--- src/rtl/zbw_pkg.sv ---
// Package: shared widths, bus-cycle kind encoding and event indices for
// the bus cycle watcher. Assumes a 3-bit T-state and M-cycle counter.
package zbw_pkg;
    localparam int TS_W    = 3;
    localparam int MC_W    = 3;
    localparam int NUM_EVT = 3;

    // Kind of memory cycle seen at the decision point
    typedef enum logic [1:0] {
        KIND_NONE  = 2'd0,
        KIND_FETCH = 2'd1,
        KIND_READ  = 2'd2,
        KIND_WRITE = 2'd3
    } bus_kind_e;

    // Index of each event strobe in the registered strobe vector
    localparam int EVT_FETCH = 0;
    localparam int EVT_READ  = 1;
    localparam int EVT_WRITE = 2;
endpackage

--- src/rtl/zbw_classify.sv ---
// Classifier: combinational decode of the bus strobes into a cycle kind.
// It only yields a kind when the T-state is the decision state and the
// wait line seen by the core is high. Assumes active-low bus strobes.
module zbw_classify
    import zbw_pkg::*;
#(
    parameter int DECIDE_TS = 2
) (
    input  logic [TS_W-1:0] t_state,
    input  logic            wait_n,
    input  logic            mreq_n,
    input  logic            rd_n,
    input  logic            wr_n,
    input  logic            m1_n,
    output bus_kind_e       kind
);
    localparam logic [TS_W-1:0] DECIDE_V = TS_W'(DECIDE_TS);

    logic at_decide;
    assign at_decide = (t_state == DECIDE_V) && wait_n && !mreq_n;

    // Pick one kind; fetch needs M1 low, read and write need M1 high
    always_comb begin
        kind = KIND_NONE;
        if (at_decide) begin
            if (!m1_n && !rd_n)
                kind = KIND_FETCH;
            else if (m1_n && !rd_n)
                kind = KIND_READ;
            else if (m1_n && !wr_n)
                kind = KIND_WRITE;
        end
    end
endmodule

--- src/rtl/zbw_event_reg.sv ---
// Event register: turns the decided kind into registered active-low
// strobes, one per kind, valid for the cycle after the decision edge.
// Assumes a synchronous active-low reset.
module zbw_event_reg
    import zbw_pkg::*;
(
    input  logic               clk,
    input  logic               rst_n,
    input  bus_kind_e          kind,
    output logic [NUM_EVT-1:0] strobe_n
);
    for (genvar k = 0; k < NUM_EVT; k++) begin : g_evt
        localparam bus_kind_e MY_KIND = bus_kind_e'(k + 1);
        // Hold this kind's strobe low for one cycle after its decision
        always_ff @(posedge clk) begin
            if (!rst_n)
                strobe_n[k] <= 1'b1;
            else
                strobe_n[k] <= (kind != MY_KIND);
        end
    end
endmodule

--- src/rtl/zbw_stepper.sv ---
// Stepper: registers stepping mode and the one-shot step grant, and
// forms the wait line into the core. With no grant it parks every fetch
// in the decision T-state; a completed fetch T2 consumes the grant.
// Assumes step_pulse is one clock wide and synchronous to clk.
module zbw_stepper
    import zbw_pkg::*;
#(
    parameter int DECIDE_TS = 2,
    parameter int FETCH_MC  = 1
) (
    input  logic            clk,
    input  logic            rst_n,
    input  logic [TS_W-1:0] t_state,
    input  logic [MC_W-1:0] m_cycle,
    input  logic            ext_wait_n,
    input  logic            step_on,
    input  logic            step_pulse,
    output logic            wait_n
);
    localparam logic [TS_W-1:0] DECIDE_V = TS_W'(DECIDE_TS);
    localparam logic [MC_W-1:0] FETCH_V  = MC_W'(FETCH_MC);

    logic mode_q;
    logic grant_q;
    logic fetch_t2;
    logic park;
    logic fetch_done;

    assign fetch_t2   = (m_cycle == FETCH_V) && (t_state == DECIDE_V);
    assign park       = mode_q && !grant_q && fetch_t2;
    assign wait_n     = ext_wait_n && !park;
    assign fetch_done = fetch_t2 && wait_n;

    // Register the stepping mode request
    always_ff @(posedge clk) begin
        if (!rst_n)
            mode_q <= 1'b0;
        else
            mode_q <= step_on;
    end

    // Set the grant on a step pulse, drop it once a fetch T2 completes
    always_ff @(posedge clk) begin
        if (!rst_n || !mode_q)
            grant_q <= 1'b0;
        else if (step_pulse)
            grant_q <= 1'b1;
        else if (fetch_done)
            grant_q <= 1'b0;
    end
endmodule

--- src/rtl/zbw_inhibit.sv ---
// Fetch request-inhibit: registers the flag the core uses to stop its
// fetch request. It is set only when the fetch T2 actually completes,
// i.e. the wait line seen by the core is high. Synchronous reset.
module zbw_inhibit
    import zbw_pkg::*;
#(
    parameter int DECIDE_TS = 2,
    parameter int FETCH_MC  = 1
) (
    input  logic            clk,
    input  logic            rst_n,
    input  logic [TS_W-1:0] t_state,
    input  logic [MC_W-1:0] m_cycle,
    input  logic            wait_n,
    output logic            inhibit
);
    localparam logic [TS_W-1:0] DECIDE_V = TS_W'(DECIDE_TS);
    localparam logic [MC_W-1:0] FETCH_V  = MC_W'(FETCH_MC);

    // Raise the inhibit for one cycle after a non-waited fetch T2
    always_ff @(posedge clk) begin
        if (!rst_n)
            inhibit <= 1'b0;
        else
            inhibit <= (m_cycle == FETCH_V) && (t_state == DECIDE_V) && wait_n;
    end
endmodule

--- src/rtl/zbus_watch.sv ---
// Top: bus cycle watcher and instruction stepper. Classifies memory
// cycles into fetch/read/write event strobes, drives the core's wait
// line for single stepping and registers the fetch request-inhibit.
// Assumes the core samples wait in T2 and holds the strobes through it.
module zbus_watch
    import zbw_pkg::*;
#(
    parameter int DECIDE_TS = 2,
    parameter int FETCH_MC  = 1
) (
    input  logic            clk,
    input  logic            rst_n,
    input  logic [TS_W-1:0] t_state,
    input  logic [MC_W-1:0] m_cycle,
    input  logic            bus_mreq_n,
    input  logic            bus_rd_n,
    input  logic            bus_wr_n,
    input  logic            bus_m1_n,
    input  logic            ext_wait_n,
    input  logic            step_on,
    input  logic            step_pulse,
    output logic            wait_n,
    output logic            evt_fetch_n,
    output logic            evt_rd_n,
    output logic            evt_wr_n,
    output logic            fetch_inhibit
);
    bus_kind_e          kind;
    logic [NUM_EVT-1:0] strobe_n;

    zbw_stepper #(.DECIDE_TS(DECIDE_TS), .FETCH_MC(FETCH_MC)) u_step (
        .clk        (clk),
        .rst_n      (rst_n),
        .t_state    (t_state),
        .m_cycle    (m_cycle),
        .ext_wait_n (ext_wait_n),
        .step_on    (step_on),
        .step_pulse (step_pulse),
        .wait_n     (wait_n)
    );

    zbw_classify #(.DECIDE_TS(DECIDE_TS)) u_cls (
        .t_state (t_state),
        .wait_n  (wait_n),
        .mreq_n  (bus_mreq_n),
        .rd_n    (bus_rd_n),
        .wr_n    (bus_wr_n),
        .m1_n    (bus_m1_n),
        .kind    (kind)
    );

    zbw_event_reg u_evt (
        .clk      (clk),
        .rst_n    (rst_n),
        .kind     (kind),
        .strobe_n (strobe_n)
    );

    zbw_inhibit #(.DECIDE_TS(DECIDE_TS), .FETCH_MC(FETCH_MC)) u_inh (
        .clk     (clk),
        .rst_n   (rst_n),
        .t_state (t_state),
        .m_cycle (m_cycle),
        .wait_n  (wait_n),
        .inhibit (fetch_inhibit)
    );

    assign evt_fetch_n = strobe_n[EVT_FETCH];
    assign evt_rd_n    = strobe_n[EVT_READ];
    assign evt_wr_n    = strobe_n[EVT_WRITE];
endmodule

--- config.mk ---
export PLATFORM = sky130hd
export DESIGN_NAME = zbus_watch
export DESIGN_NICKNAME = d
export VERILOG_FILES = /design/src/rtl/zbw_pkg.sv /design/src/rtl/zbw_classify.sv /design/src/rtl/zbw_event_reg.sv /design/src/rtl/zbw_stepper.sv /design/src/rtl/zbw_inhibit.sv /design/src/rtl/zbus_watch.sv
export SDC_FILE = /design/constraint.sdc
export NUM_CORES = 1
export LEC_CHECK = 0
export BUFFER_PORTS_ARGS = -buffer_cell sky130_fd_sc_hd__buf_4
export CORE_AREA = 2 2 39 41
export CTS_BUF_LIST = sky130_fd_sc_hd__clkbuf_16
export CTS_CLUSTER_SIZE = 28
export DETAILED_ROUTE_END_ITERATION = 12
export DIE_AREA = 0 0 41 43
export MAX_ROUTING_LAYER = met4
export PLACE_DENSITY = 0.57
export SYNTH_ARGS = -nofsm -noshare
export SYNTH_HDL_FRONTEND = slang
export SYNTH_HIERARCHICAL = 1
export SYNTH_SLANG_ARGS = --single-unit
--- constraint.sdc ---
create_clock -name clk -period 1.23 [get_ports clk]
set_input_delay 0.1845 -clock clk [delete_from_list [all_inputs] [get_ports clk]]
set_output_delay 0.1845 -clock clk [all_outputs]
set_load 0.01 [all_outputs]
### Word-level counts from Yosys, hierarchy flattened

Index checks and enable logic that the tools add are counted.
W data, S select, Z words.

* reduce and logical (&&, ||, !) cells: 20
* muxes and demuxes: 6
* equality and inequality tests: 5

Operators by type and width (count)
* $logic_and A1 B1 Y1: 10
* $logic_not A1 Y1: 8
* $mux W2: 4
* $ne A2 B2 Y1 const B: 2
* $eq A3 B1 Y1 const B: 1
* $eq A3 B2 Y1 const B: 1
* $mux W1: 2
* $ne A2 B1 Y1 const B: 1
* $reduce_bool A2 Y1: 1
* $logic_or A1 B1 Y1: 1

* logic and storage cells: 37
* output and inout port bits: 5
* register bits after elaboration: 6
* input bits: 15

### Longest topological paths before layout

* depth in word-level cells: 9
* mapped depth: 5
* gate-level depth less buffers: 5

### Modules after synthesis

Netlist, hierarchy kept.

By module, submodules not included
* zbw_stepper: sequential area each 40.0 um^2, cells an instance 9, area an instance 110.1 um^2, times used 1
* zbw_event_reg: sequential area each 60.1 um^2, cells an instance 6, area an instance 80.1 um^2, times used 1
* zbw_classify: sequential area each 0.0 um^2, cells an instance 6, area an instance 51.3 um^2, times used 1
* zbw_inhibit: sequential area each 20.0 um^2, cells an instance 4, area an instance 46.3 um^2, times used 1

### Worst setup path after synthesis

OpenSTA, ideal clock, no wires.

* path type: reg2reg
* start point: register u_step.mode_q
* end point: register u_evt.strobe_n[2]
* setup time: 0.140 ns
* arrival: 1.367 ns
* clock period less this slack: 1.507 ns
* data required time: 1.090 ns
* path slack: -0.277 ns
* cell stages (with the launch flop): 6
* cells stage by stage: dfxtp_1 -> nor4bb_1 -> a21boi_1 -> nand4bb_1 -> a2111oi_2 -> nand3_1

* word-level cells in the longest chain between the ends: 8

Ends and longest elaborated chain
* start, declared: RTL line zbw_stepper.sv:23 `logic mode_q;`
* start signal, assigned: RTL line zbw_stepper.sv:39 `mode_q <= step_on;`
* $logic_and A1 B1 Y1 (2 in series): RTL line zbw_stepper.sv:30 `assign park = mode_q && !grant_q && fetch_t2;`
* $logic_not A1 Y1: RTL line zbw_stepper.sv:31 `assign wait_n = ext_wait_n && !park;`
* $logic_and A1 B1 Y1: RTL line zbw_stepper.sv:31
* via wait_n: RTL line zbus_watch.sv:22 `output logic wait_n,`
* $logic_and A1 B1 Y1 (2 in series): RTL line zbw_classify.sv:20 `assign at_decide = (t_state == DECIDE_V) && wait_n && !mreq_n;`
* $mux W2: RTL line zbw_classify.sv:25 `if (at_decide) begin`
* via kind[1]: RTL line zbus_watch.sv:28 `bus_kind_e kind;`
* $ne A2 B2 Y1: RTL line zbw_event_reg.sv:19 `strobe_n[k] <= (kind != MY_KIND);`
* end signal, assigned by index: RTL line zbw_event_reg.sv:19
* end, declared: RTL line zbw_event_reg.sv:10 `output logic [NUM_EVT-1:0] strobe_n`

The timed path passes the listed nets, and every way through them passes these cells.
A chain may end at the register's enable or synchronous reset.

### Worst setup path in the final report

* start point: register u_step.grant_q
* end point: output port wait_n

* word-level cells in the longest chain between the ends: 5

Ends and longest elaborated chain
* start, declared: RTL line zbw_stepper.sv:24 `logic grant_q;`
* start signal, assigned: RTL line zbw_stepper.sv:45 `grant_q <= 1'b0;`
* start signal, assigned: RTL line zbw_stepper.sv:47 `grant_q <= 1'b1;`
* start signal, assigned: RTL line zbw_stepper.sv:49 `grant_q <= 1'b0;`
* $logic_not A1 Y1: RTL line zbw_stepper.sv:30
* $logic_and A1 B1 Y1 (2 in series): RTL line zbw_stepper.sv:30
* $logic_not A1 Y1: RTL line zbw_stepper.sv:31
* $logic_and A1 B1 Y1: RTL line zbw_stepper.sv:31
* end, declared: RTL line zbus_watch.sv:22

Every way passes these cells.

==> metrics.csv <==
stage;metric;value;unit
route;via/cell ratio;4.45;
timing;max-slew violation count;0;
outcome;failing checks;setup timing;
critical_path;critical path, cell by cell;nor4bb_4 -> a21boi_2 -> buf_4 -> buf_6;
critical_path;critical-path maximum fanout;2;
pwr;Gate power share;11.1;%
route;drt wl/cell;11.3;um
pwr;Pwr Density;1370;nW/um^2
route;total routed wirelength;744;um
global_routing;vias in the first global route;293;
timing;Worst Tran Pin Value;0.290;ns
critical_path;Arr. time, crit path;1.18;ns
timing;Slew Limit Headroom;80.6;%
floorplanning;core area;1380;sq um
yosys;post-synthesis cell type count;15;
worst_hold_path;Worst Hold Class;in2reg;
critical_path;Crit path required time;1.05;ns
global_routing;Tot GR Track Use;10.2;%
pwr;peak supply drop;393;uV
timing;clock skew;0.000699;ns
cells_and_area;# fillers;142;
yosys;post-synthesis sequential area ratio;41.7;%
timing;Final setup violation count;4;
placement;Buffers on Ports;19;
placement;RD Place Congestion;0.725;
timing;Final min period;1.36;ns
worst_hold_path;Hold Startpoint;step_on;
floorplanning;Die Ht;43;um
floorplanning;IO Count;20;
critical_path;CP max stage cell;dfxtp_2;
yosys;Mapped Cells;25;
yosys;number of synthesized register bits;6;
pwr;share of total power in sequential cells;25.0;%
floorplanning;Initial Util;20.8;%
clocking;CTS root buffer;clkbuf_16;
cells_and_area;Antenna Diode Count;0;
floorplanning;Die W;41;um
outcome;status;finished with violations;
global_routing;pin count of the biggest net entering global routing;7;
route;DRT iter0 DRCs;3;
cells_and_area;Layout Cells excl Fill;66;
critical_path;crit path from;u_step/grant_q$_SDFFE_PP0P_;
timing;Final WS setup;-0.131;ns
clocking;H-tree Lvls;1;
route;Post-DRT Antenna Nets;0;
pwr;Net Sw Frac;16.7;%
job;max cap viols;0;
cells_and_area;register area;123;sq um
clocking;postcts setup bufs;0;
pwr;clock power share;63.8;%
clocking;TritonCTS Buffers;3;
critical_path;FF-to-FF Start;u_step/mode_q$_SDFF_PN0_;
timing;RSZ-0062 raised after global routing;yes;
floorplanning;die area;1760;sq um
clocking;CTS Sinks;6;
global_routing;grt ovf;0;
placement;worst slack, placed;-0.120;ns
pwr;Pleak;0.236;nW
critical_path;CP startpoint kind;flip-flop;
timing;final cycle utilization of the critical path;111;%
global_routing;first-pass GRT wire length;1150;um
critical_path;r2r setup slk;-0.12;ns
pwr;Internal Power;673;uW
clocking;CTS tree;yes;
clocking;Clk Latency, worst-skew pair;0.22;ns
timing;Final Hold Fails;0;
yosys;Syn Nets;40;
clocking;CTS max path bufs;2;
yosys;Synth Area per Inst;11.5;sq um
cells_and_area;share of cells above drive strength 1;64.0;%
critical_path;crit-path max cell delay;0.32;ns
critical_path;Setup CP Type;reg2out;
yosys;Synth Cell Area;288;sq um
placement;dpl cells;63;
floorplanning;Placement Rows;14;
placement;hpwl dp;548;um
global_routing;initial antenna violation count;0;
critical_path;Worst setup EP type;primary output;
cells_and_area;Final nets;67;
clocking;Worst-path clk slew;0.03;ns
route;Post-route DRC;0;
cells_and_area;multi-input logic area;200;sq um
timing;Max Clock Freq;0.735;GHz
route;DR pass1 iterations;4;
route;DR vias;294;
pwr;sw power;135;uW
yosys;synth warn;6;
cells_and_area;synth-to-layout area growth;105;%
path summary, 6_finish.rpt:
| path | end | cells past startpoint |
|---|---|---|
| hold / removal | u_step/mode_q$_SDFF_PN0_ | 2 |
| setup reg to reg | u_evt/strobe_n[2]$_SDFF_PN1_ | 5 |
| hold reg to reg | u_step/grant_q$_SDFFE_PP0P_ | 2 |
| setup / recovery | wait_n | 4 |
area by class of cell:
class / instances / area share, %
multi-input cells: 18 / 33.9
well taps: 16 / 3.39
repair buffers: 22 / 28.6
flip-flops and latches: 6 / 20.8
clock buffers: 3 / 12.7
inverters: 1 / 0.636
through the flow:
step | instance area, sq um | TNS [ns] | utilization (%) | hold WS, ns | total power, mW
floorplan | 288 | -0.364 | - | 0.269 | 0.223
global placement | 473 | -0.204 | 34.2 | 0.408 | 0.283
CTS | 571 | -0.428 | 41.2 | 0.171 | 0.810
detailed placement | 473 | -0.339 | 34.2 | 0.400 | 0.282
finish | 591 | -0.437 | 42.7 | 0.173 | 0.808
global route | 591 | -0.778 | 42.7 | 0.183 | 0.828
cells in the mapped netlist (all sizes together):
cell     count  area (sq um)
nor4bb       2          20.0
nor2         1          3.75
a21oi        1          5.00
o211ai       1          7.51
nand4bb      3          33.8
inv          1          3.75
and2         1          6.26
or2          1          6.26
a2111oi      1          15.0
nand3b       3          22.5
a211oi       1          7.51
nor4b        1          23.8
dfxtp        6           120
a21boi       1          7.51
nand3        1          5.00
sequential cells by signal, indices dropped and copies added (netlist names):
name	count
u_step/grant_q	1
u_step/mode_q	1
u_inh/inhibit	1
u_evt/strobe_n	3
layer usage:
layer  track usage [%]  up-vias  wire length, um
met5                 -        -                0
met4              10.0        0                0
met3              1.57        0               49
met2              12.5       12              343
met1              13.2      132              351
li1                  -      150                -
cells by family (layout without fill, tap and decap cells):
group | Yosys count | after routing | synth area share (%)
AOI/OAI and AO/OA | 5 | 5 | 14.8
DFF | 6 | 6 | 41.7
buffers and inverters | 1 | 26 | 1.30
and+or+nand+nor | 13 | 13 | 42.2
worst max-delay path: cells and delay by family (launching register included):
family	cells	cell delay [ns]
DFF	1	0.32
and+or+nand+nor	1	0.27
buffers and inverters	2	0.26
AOI/OAI and AO/OA	1	0.09
layout by cell type, fill, tap and decap left out:
| cell | Yosys | layout |
|---|---|---|
| nand4bb_1 | 3 | 3 |
| buf_6 | 0 | 1 |
| o211ai_1 | 1 | 1 |
| nor4b_4 | 1 | 1 |
| nor2_1 | 1 | 1 |
| nand3_1 | 1 | 1 |
| dfxtp_1 | 6 | 4 |
| inv_1 | 1 | 1 |
| a21boi_2 | 0 | 1 |
| a2111oi_4 | 0 | 1 |
| nor4bb_1 | 2 | 1 |
| nand3b_1 | 3 | 3 |
| dfxtp_2 | 0 | 2 |
| a211oi_2 | 0 | 1 |
| buf_4 | 0 | 21 |
| nor4bb_4 | 0 | 1 |
| and2_1 | 1 | 1 |
| a21oi_1 | 1 | 1 |
| clkbuf_16 | 0 | 3 |
| or2_1 | 1 | 1 |
timing repair:
action | CTS | global route
hold endpoints to repair | 0 | 0
pin swaps | 3 | 2
hold buffers | 0 | 0
gates resized for setup | 4 | 4
setup endpoints to repair | 4 | 4
power by group through the flow:
stage | sequential (mW) | combinational, mW | clock, mW
CTS | 0.201 | 0.0855 | 0.524
finish | 0.202 | 0.0899 | 0.516
global route | 0.202 | 0.0974 | 0.528
detailed placement | 0.203 | 0.0790 | 0
floorplan | 0.203 | 0.0203 | 0
global placement | 0.203 | 0.0800 | 0
(Power assumes the default switching activity.)
